### src/rtl/ptw_pkg.sv
package ptw_pkg;
  localparam int ENT_W   = 64;
  localparam int IDX_W   = 9;
  localparam int PG_SH   = 12;
  localparam int BIG_SH  = 21;
  localparam int ESZ_SH  = 3;
  localparam int TOP3_W  = 2;
  localparam int TOP3_LSB = PG_SH + 2 * IDX_W;
  localparam int R3_SH   = ESZ_SH + TOP3_W;

  localparam int B_P     = 0;
  localparam int B_W     = 1;
  localparam int B_U     = 2;
  localparam int B_PCD   = 4;
  localparam int B_A     = 5;
  localparam int B_PS    = 7;
  localparam int B_G     = 8;
  localparam int B_PAT_L = 7;
  localparam int B_PAT_H = 12;
  localparam int B_NX    = 63;

  typedef enum logic [2:0] {LV_PTR, LV_L4, LV_L3, LV_L2, LV_L1} level_e;
  typedef enum logic [1:0] {ACC_RD = 2'd0, ACC_WR = 2'd1, ACC_EX = 2'd2} acc_e;
  typedef enum logic [1:0] {ST_IDLE, ST_RD, ST_WB, ST_FIN} state_e;
endpackage

### src/rtl/ptw_addr_gen.sv
module ptw_addr_gen
  import ptw_pkg::*;
#(
  parameter int PA_W = 52,
  parameter int VA_W = 48
) (
  input  logic [VA_W-1:0]  start_va_i,
  input  logic [PA_W-1:0]  root_i,
  input  logic             long_i,
  input  logic [VA_W-1:0]  walk_va_i,
  input  level_e           lvl_i,
  input  logic [ENT_W-1:0] ent_i,
  output logic [PA_W-1:0]  first_addr_o,
  output logic [PA_W-1:0]  next_addr_o,
  output level_e           next_lvl_o
);
  localparam int LEVELS = (VA_W - PG_SH) / IDX_W;

  logic [IDX_W-1:0] walk_idx [LEVELS];
  logic [IDX_W-1:0] nxt_idx;
  logic [IDX_W-1:0] start_top_idx;

  for (genvar g = 0; g < LEVELS; g++) begin : g_idx
    assign walk_idx[g] = walk_va_i[PG_SH + g*IDX_W +: IDX_W];
  end

  assign start_top_idx = start_va_i[PG_SH + (LEVELS-1)*IDX_W +: IDX_W];

  always_comb begin
    unique case (lvl_i)
      LV_L4:   begin next_lvl_o = LV_L3; nxt_idx = walk_idx[2]; end
      LV_L3:   begin next_lvl_o = LV_L2; nxt_idx = walk_idx[1]; end
      LV_PTR:  begin next_lvl_o = LV_L2; nxt_idx = walk_idx[1]; end
      default: begin next_lvl_o = LV_L1; nxt_idx = walk_idx[0]; end
    endcase
  end

  assign next_addr_o = {ent_i[PA_W-1:PG_SH], nxt_idx, {ESZ_SH{1'b0}}};

  // four-level root is page aligned, three-level root is 32-byte aligned
  assign first_addr_o = long_i
    ? {root_i[PA_W-1:PG_SH], start_top_idx, {ESZ_SH{1'b0}}}
    : {root_i[PA_W-1:R3_SH], start_va_i[TOP3_LSB +: TOP3_W], {ESZ_SH{1'b0}}};

  logic unused_bits;
  assign unused_bits = ^{start_va_i, walk_va_i, root_i, ent_i, walk_idx[LEVELS-1]};
endmodule

### src/rtl/ptw_entry_eval.sv
module ptw_entry_eval
  import ptw_pkg::*;
#(
  parameter int PA_W = 52
) (
  input  level_e           lvl_i,
  input  logic             long_i,
  input  logic             nx_en_i,
  input  acc_e             acc_i,
  input  logic [ENT_W-1:0] ent_i,
  output logic             fault_o,
  output logic             leaf_o,
  output logic             big_o,
  output logic             wb_o,
  output logic             top_o,
  output logic             pat_o,
  output logic [PA_W-1:0]  base_o,
  output logic [ENT_W-1:0] wb_data_o
);
  logic is_ptr, nx_hit;

  assign is_ptr  = (lvl_i == LV_PTR);
  assign nx_hit  = ent_i[B_NX] & nx_en_i & (acc_i == ACC_EX) & ~is_ptr;
  assign fault_o = ~ent_i[B_P] | nx_hit;
  assign big_o   = (lvl_i == LV_L2) & ent_i[B_PS];
  assign leaf_o  = ~fault_o & ((lvl_i == LV_L1) | big_o);
  assign wb_o    = ~fault_o & ~is_ptr & ~ent_i[B_A];
  assign top_o   = long_i ? (lvl_i == LV_L4) : (lvl_i == LV_L2);
  assign pat_o   = (big_o | long_i) ? ent_i[B_PAT_H] : ent_i[B_PAT_L];

  assign base_o = big_o ? {ent_i[PA_W-1:BIG_SH], {BIG_SH{1'b0}}}
                        : {ent_i[PA_W-1:PG_SH], {PG_SH{1'b0}}};

  always_comb begin
    wb_data_o      = ent_i;
    wb_data_o[B_A] = 1'b1;
  end
endmodule

### src/rtl/pt_walker.sv
module pt_walker
  import ptw_pkg::*;
#(
  parameter int PA_W = 52,
  parameter int VA_W = 48
) (
  input  logic            clk_i,
  input  logic            rst_ni,
  input  logic            start_i,
  input  logic            long_mode_i,
  input  logic            nx_en_i,
  input  logic [1:0]      acc_i,
  input  logic            user_i,
  input  logic [VA_W-1:0] vaddr_i,
  input  logic [PA_W-1:0] root_i,
  output logic            busy_o,
  output logic            mem_req_o,
  output logic            mem_we_o,
  output logic [PA_W-1:0] mem_addr_o,
  output logic            mem_uc_o,
  output logic [63:0]     mem_wdata_o,
  input  logic            mem_ack_i,
  input  logic [63:0]     mem_rdata_i,
  output logic            done_o,
  output logic            fault_o,
  output logic            fault_present_o,
  output logic            fault_user_o,
  output logic [1:0]      fault_acc_o,
  output logic [PA_W-1:0] pa_o,
  output logic            page_2m_o,
  output logic            writable_o,
  output logic            user_o,
  output logic            global_o,
  output logic            uncache_o,
  output logic            pat_o,
  output logic            nx_o
);
  state_e           state_q;
  level_e           lvl_q, nx_lvl_q;
  logic             long_q, nx_en_q, user_q;
  acc_e             acc_q;
  logic [VA_W-1:0]  va_q;
  logic [PA_W-1:0]  addr_q, nx_addr_q;
  logic             uc_q, nx_uc_q, fin_after_wb_q;
  logic [ENT_W-1:0] wdata_q;
  logic             wr_q, us_q, nx_q, fault_q, fpres_q;
  logic [PA_W-1:0]  pa_q;
  logic             big_q, glb_q, ruc_q, pat_q;

  logic [PA_W-1:0]  first_addr, next_addr;
  level_e           next_lvl;
  logic             ev_fault, ev_leaf, ev_big, ev_wb, ev_top, ev_pat;
  logic [PA_W-1:0]  ev_base;
  logic [ENT_W-1:0] ev_wb_data;

  ptw_addr_gen #(.PA_W(PA_W), .VA_W(VA_W)) u_addr (
    .start_va_i  (vaddr_i),
    .root_i      (root_i),
    .long_i      (long_mode_i),
    .walk_va_i   (va_q),
    .lvl_i       (lvl_q),
    .ent_i       (mem_rdata_i),
    .first_addr_o(first_addr),
    .next_addr_o (next_addr),
    .next_lvl_o  (next_lvl)
  );

  ptw_entry_eval #(.PA_W(PA_W)) u_eval (
    .lvl_i    (lvl_q),
    .long_i   (long_q),
    .nx_en_i  (nx_en_q),
    .acc_i    (acc_q),
    .ent_i    (mem_rdata_i),
    .fault_o  (ev_fault),
    .leaf_o   (ev_leaf),
    .big_o    (ev_big),
    .wb_o     (ev_wb),
    .top_o    (ev_top),
    .pat_o    (ev_pat),
    .base_o   (ev_base),
    .wb_data_o(ev_wb_data)
  );

  always_ff @(posedge clk_i or negedge rst_ni) begin
    if (!rst_ni) begin
      state_q        <= ST_IDLE;
      lvl_q          <= LV_L4;
      nx_lvl_q       <= LV_L4;
      long_q         <= 1'b0;
      nx_en_q        <= 1'b0;
      user_q         <= 1'b0;
      acc_q          <= ACC_RD;
      va_q           <= '0;
      addr_q         <= '0;
      nx_addr_q      <= '0;
      uc_q           <= 1'b0;
      nx_uc_q        <= 1'b0;
      fin_after_wb_q <= 1'b0;
      wdata_q        <= '0;
      wr_q           <= 1'b0;
      us_q           <= 1'b0;
      nx_q           <= 1'b0;
      fault_q        <= 1'b0;
      fpres_q        <= 1'b0;
      pa_q           <= '0;
      big_q          <= 1'b0;
      glb_q          <= 1'b0;
      ruc_q          <= 1'b0;
      pat_q          <= 1'b0;
    end else begin
      unique case (state_q)
        ST_IDLE: if (start_i) begin
          long_q  <= long_mode_i;
          nx_en_q <= nx_en_i;
          user_q  <= user_i;
          acc_q   <= acc_e'(acc_i);
          va_q    <= vaddr_i;
          addr_q  <= first_addr;
          uc_q    <= root_i[B_PCD];
          lvl_q   <= long_mode_i ? LV_L4 : LV_PTR;
          fault_q <= 1'b0;
          fpres_q <= 1'b0;
          wr_q    <= 1'b0;
          us_q    <= 1'b0;
          nx_q    <= 1'b0;
          pa_q    <= '0;
          big_q   <= 1'b0;
          glb_q   <= 1'b0;
          ruc_q   <= 1'b0;
          pat_q   <= 1'b0;
          state_q <= ST_RD;
        end
        ST_RD: if (mem_ack_i) begin
          if (ev_fault) begin
            fault_q <= 1'b1;
            fpres_q <= mem_rdata_i[B_P];
            state_q <= ST_FIN;
          end else begin
            if (lvl_q != LV_PTR) begin
              wr_q <= ev_top ? mem_rdata_i[B_W]  : (wr_q & mem_rdata_i[B_W]);
              us_q <= ev_top ? mem_rdata_i[B_U]  : (us_q & mem_rdata_i[B_U]);
              nx_q <= ev_top ? mem_rdata_i[B_NX] : (nx_q | mem_rdata_i[B_NX]);
            end
            if (ev_leaf) begin
              pa_q  <= ev_base;
              big_q <= ev_big;
              glb_q <= mem_rdata_i[B_G];
              ruc_q <= mem_rdata_i[B_PCD];
              pat_q <= ev_pat;
            end
            nx_addr_q      <= next_addr;
            nx_lvl_q       <= next_lvl;
            nx_uc_q        <= mem_rdata_i[B_PCD];
            fin_after_wb_q <= ev_leaf;
            if (ev_wb) begin
              wdata_q <= ev_wb_data;
              state_q <= ST_WB;
            end else if (ev_leaf) begin
              state_q <= ST_FIN;
            end else begin
              addr_q <= next_addr;
              lvl_q  <= next_lvl;
              uc_q   <= mem_rdata_i[B_PCD];
            end
          end
        end
        ST_WB: if (mem_ack_i) begin
          if (fin_after_wb_q) begin
            state_q <= ST_FIN;
          end else begin
            addr_q  <= nx_addr_q;
            lvl_q   <= nx_lvl_q;
            uc_q    <= nx_uc_q;
            state_q <= ST_RD;
          end
        end
        default: state_q <= ST_IDLE;
      endcase
    end
  end

  assign busy_o          = (state_q != ST_IDLE);
  assign mem_req_o       = (state_q == ST_RD) || (state_q == ST_WB);
  assign mem_we_o        = (state_q == ST_WB);
  assign mem_addr_o      = addr_q;
  assign mem_uc_o        = uc_q;
  assign mem_wdata_o     = wdata_q;
  assign done_o          = (state_q == ST_FIN);
  assign fault_o         = fault_q;
  assign fault_present_o = fpres_q;
  assign fault_user_o    = user_q;
  assign fault_acc_o     = ((acc_q == ACC_EX) && !nx_en_q) ? ACC_RD : acc_q;
  assign pa_o            = pa_q;
  assign page_2m_o       = big_q;
  assign writable_o      = wr_q;
  assign user_o          = us_q;
  assign global_o        = glb_q;
  assign uncache_o       = ruc_q;
  assign pat_o           = pat_q;
  assign nx_o            = nx_q;

  logic unused_root;
  assign unused_root = ^root_i[3:0];

  // request held steady until acknowledged
  p_req_hold_r2: assert property (@(posedge clk_i) disable iff (!rst_ni)
    (mem_req_o && !mem_ack_i) |=> (mem_req_o && $stable(mem_addr_o) && $stable(mem_we_o)));

  // writeback targets the address just read
  p_wb_addr_r4: assert property (@(posedge clk_i) disable iff (!rst_ni)
    $rose(mem_we_o) |-> (mem_addr_o == $past(mem_addr_o)) && $past(mem_ack_i));

  p_wb_abit_r4: assert property (@(posedge clk_i) disable iff (!rst_ni)
    mem_we_o |-> mem_wdata_o[B_A]);

  // no writeback of a non-present entry
  p_wb_present_r6: assert property (@(posedge clk_i) disable iff (!rst_ni)
    $rose(mem_we_o) |-> $past(mem_rdata_i[B_P]));

  p_done_pulse_r13: assert property (@(posedge clk_i) disable iff (!rst_ni)
    done_o |=> !done_o);

  p_done_after_ack_r13: assert property (@(posedge clk_i) disable iff (!rst_ni)
    $rose(done_o) |-> $past(mem_ack_i));

  // execute reported as read when NX checking is off
  p_exec_report_r11: assert property (@(posedge clk_i) disable iff (!rst_ni)
    (done_o && fault_o && !nx_en_q) |-> (fault_acc_o != ACC_EX));
endmodule

### config.mk
export PLATFORM = sky130hd
export DESIGN_NAME = pt_walker
export DESIGN_NICKNAME = d
export VERILOG_FILES = /design/src/rtl/ptw_pkg.sv /design/src/rtl/ptw_addr_gen.sv /design/src/rtl/ptw_entry_eval.sv /design/src/rtl/pt_walker.sv
export SDC_FILE = /design/constraint.sdc
export NUM_CORES = 1
export LEC_CHECK = 0
export BUFFER_PORTS_ARGS = -buffer_cell sky130_fd_sc_hd__buf_2
export CORE_UTILIZATION = 51
export CTS_CLUSTER_DIAMETER = 50
export DETAILED_ROUTE_END_ITERATION = 7
export PLACE_DENSITY = 0.8
export SYNTH_ARGS = -nofsm -noshare
export SYNTH_HDL_FRONTEND = slang
export SYNTH_SLANG_ARGS = --single-unit
### constraint.sdc
create_clock -name clk_i -period 3 [get_ports clk_i]
set_clock_uncertainty 0.05 [all_clocks]
set_input_delay 0.15 -clock clk_i [delete_from_list [all_inputs] [get_ports clk_i]]
set_output_delay 0.15 -clock clk_i [all_outputs]
set_load 0.1 [all_outputs]
==> metrics.md <==
| Metric | Value |
|---|---|
| Net count, final | `1564` |
| Clock sinks | `254` |
| Top_reg_cell synth | `dfrtp_1` |
| RSZ-0062 raised after global routing | `false` |
| Setup crit start kind | `flop` |
| Setup tns final | `0 ns` |
| Async SR Flop Fraction | `100%` |
| Commonest cells after routing, fill and taps aside | `buf_2 (325), dfrtp_1 (252), dlygate4sd3_1 (138)` |
| #FFs+latches synth | `254` |
| Final hold vios | `0` |
| Worst path cell trace | `inv_1 -> ha_2 -> buf_4 -> buf_2` |
| Highest clock rate | `0.369 GHz` |
| Headroom to the max-slew limit | `47.7%` |
| Initial antenna violation count | `2` |
| Reg2Reg Setup Slack | `0.50 ns` |
| Commonest non-fill, non-tap cell in the layout | `buf_2` |
| Fill cells | `1400` |
| Tot GR Track Use | `30.1%` |
| Vias in the first global route | `9754` |
| CP max FO | `58` |
| Synth Instances | `943` |
| Critical setup path kind | `flop to output port` |
| Share of cells above drive strength 1 | `39.4%` |
| CTS tree | `done` |
| Synth unique cells | `55` |
| Area of the multi-input gates | `0.00443 mm^2` |
| CTS clk-pin slew, worst paths | `0.06 ns` |
| Setup Fix Bufs, Post-CTS | `0` |
| Rows | `53` |
| WP data required | `2.80 ns` |
| Final setup viols | `0` |
| Total CTS buffers | `29` |
| Area Growth Syn to Fin | `37.7%` |
| Detailed placement HPWL | `20500 um` |
| Vias/cell | `5.74` |
| GP Congestion | `0.808` |
| FF/Latch Area | `0.00636 mm^2` |
| DRC | `0` |
| Clk_lat worst skew | `0.54 ns` |
| CTS max path bufs | `3` |
| Worst stage delay on the critical path | `0.57 ns` |
| Worst setup EP type | `output port` |
| HP Class | `primary input to flop` |
| DR WL/cell | `20.2 um` |
| Routed Antenna Nets | `0` |
| Post-Synthesis Cell Area | `0.0112 mm^2` |
| CTS Hold Bufs | `138` |
| Largest net degree at the start of global routing | `93` |
| Fin. max-slew vios | `0` |
| Die height | `150 um` |
| Slowest cell on crit path | `buf_4` |
| CTS resizes | `0` |
| Avg Synthesized Cell Area | `11.8 um^2` |
| Initial Utilization | `52.6%` |
| Final wirelength | `34100 um` |
| Overflow left after global routing | `0` |
| Number of flops mapped to enable cells by yosys | `0` |
| I/O pins | `358` |
| Post-synthesis sequential area ratio | `56.9%` |
| DRT Pass-1 Iters | `5` |
| Buffers added on ports | `326` |
| Max Cap Viol | `0` |
| Fin crit share | `90.4%` |
| Delay-heaviest family, CP | `buffers and inverters` |
| H-tree depth | `1` |
| Status | `finished, final reports clean` |
| Root Buffer | `clkbuf_16` |
| CP arrival | `2.51 ns` |
| WP buf/inv | `3` |
| Warnings from Yosys | `0` |
| First-pass GRT wire length | `52300 um` |
| Die Width | `150 um` |
| Worst slew pin tran | `0.784 ns` |
| Post-route minimum period | `2.71 ns` |
| Die area | `0.0225 mm^2` |
| Drt initial violations | `534` |
| Placeable Area | `0.0212 mm^2` |
| Via count | `9689` |
## Yosys cell counts, drive strengths merged, types with 2 or more instances
cell type,instances,area share (%)
o22ai,2,0.17
nand2,73,2.5
o32a,9,0.81
inv,17,0.57
or2,3,0.17
and4b,2,0.21
o2111ai,10,0.78
o21a,3,0.20
dfrtp,252,56
o211ai,9,0.60
a211oi,9,0.60
nand2b,2,0.11
buf,46,2.3
nor3,4,0.28
mux2,146,15
a22oi,42,2.8
a31oi,13,0.92
nor2b,9,0.50
a2bb2oi,2,0.16
ha,4,0.45
a22o,34,2.7
clkbuf,42,1.4
mux2i,2,0.18
or3,10,0.56
o21ai,159,7.1
dfstp,2,0.47
nand3,10,0.45
a21oi,5,0.22
nor2,10,0.43
## flip-flops by register name, summed over array words and instances (netlist names), 2 cells and up
register and cells:
nx_addr_q 49, va_q 27, mem_addr_o 49, acc_q 2, mem_wdata_o 64, nx_lvl_q 3
lvl_q 3, state_q 2, pa_o 40
## per-layer routing
metal | vias to the layer above | share of wire, % | GRT usage [%]
met5 | - | 0 | 0
met4 | 0 | 3.9 | 13.6
met3 | 108 | 7.8 | 5.88
met2 | 511 | 50 | 51.8
met1 | 4762 | 38 | 36.5
li1 | 4308 | - | -
## logic make-up after synthesis
logic type | share of synthesized area (%)
DFF | 56.9
other | 0.0336
muxes | 15.1
xor gates and xnor gates | 0.0784
and+or+nand+nor | 5.43
buffers and inverters | 4.32
AOI/OAI and AO/OA | 17.6
adders and majority gates | 0.448
## final cells by class
class	count	share of cell area [%]
flip-flops and latches	254	41.4
multi-input cells	598	28.8
repair buffers	487	21.1
clock buffers	42	5.30
well taps	275	2.24
clock inverters	12	0.724
inverters	17	0.415
diodes	2	0.0326
## worst paths after layout
check / endpoint / start / cells past startpoint
setup / recovery: mem_we_o / state_q[0] / 4
hold / removal: mem_addr_o[4] / vaddr_i[40] / 4
setup reg to reg: mem_addr_o[25] / lvl_q[0] / 6
hold reg to reg: mem_wdata_o[5] / mem_wdata_o[5] / 1
max in group asynchronous: nx_lvl_q[0] / rst_ni / 3
min in group asynchronous: va_q[25] / rst_ni / 2
## per-stage QoR
step | hold slack [ns] | setup slack [ns] | utilization, % | area [um^2] | std cells
detailed placement | 0.174 | 0.513 | 61.5 | 13100 | 1493
global route | 0.0365 | 0.164 | 72.4 | 15400 | 1686
floorplan | -0.196 | 0.207 | - | 11200 | 957
CTS | 0.00271 | 0.291 | 72.4 | 15400 | 1685
global placement | 0.174 | 0.596 | 61.5 | 13100 | 1493
finish | 0.0204 | 0.288 | 72.4 | 15400 | 1687
## worst min-delay path, delay by kind of cell
family,cells,cell delay (ns)
AOI/OAI and AO/OA,2,0.19
buffers and inverters,1,0.10
muxes,1,0.13
Power is not shown: default switching activity piles up to over one toggle a cycle in this logic, so the estimate is an artifact.
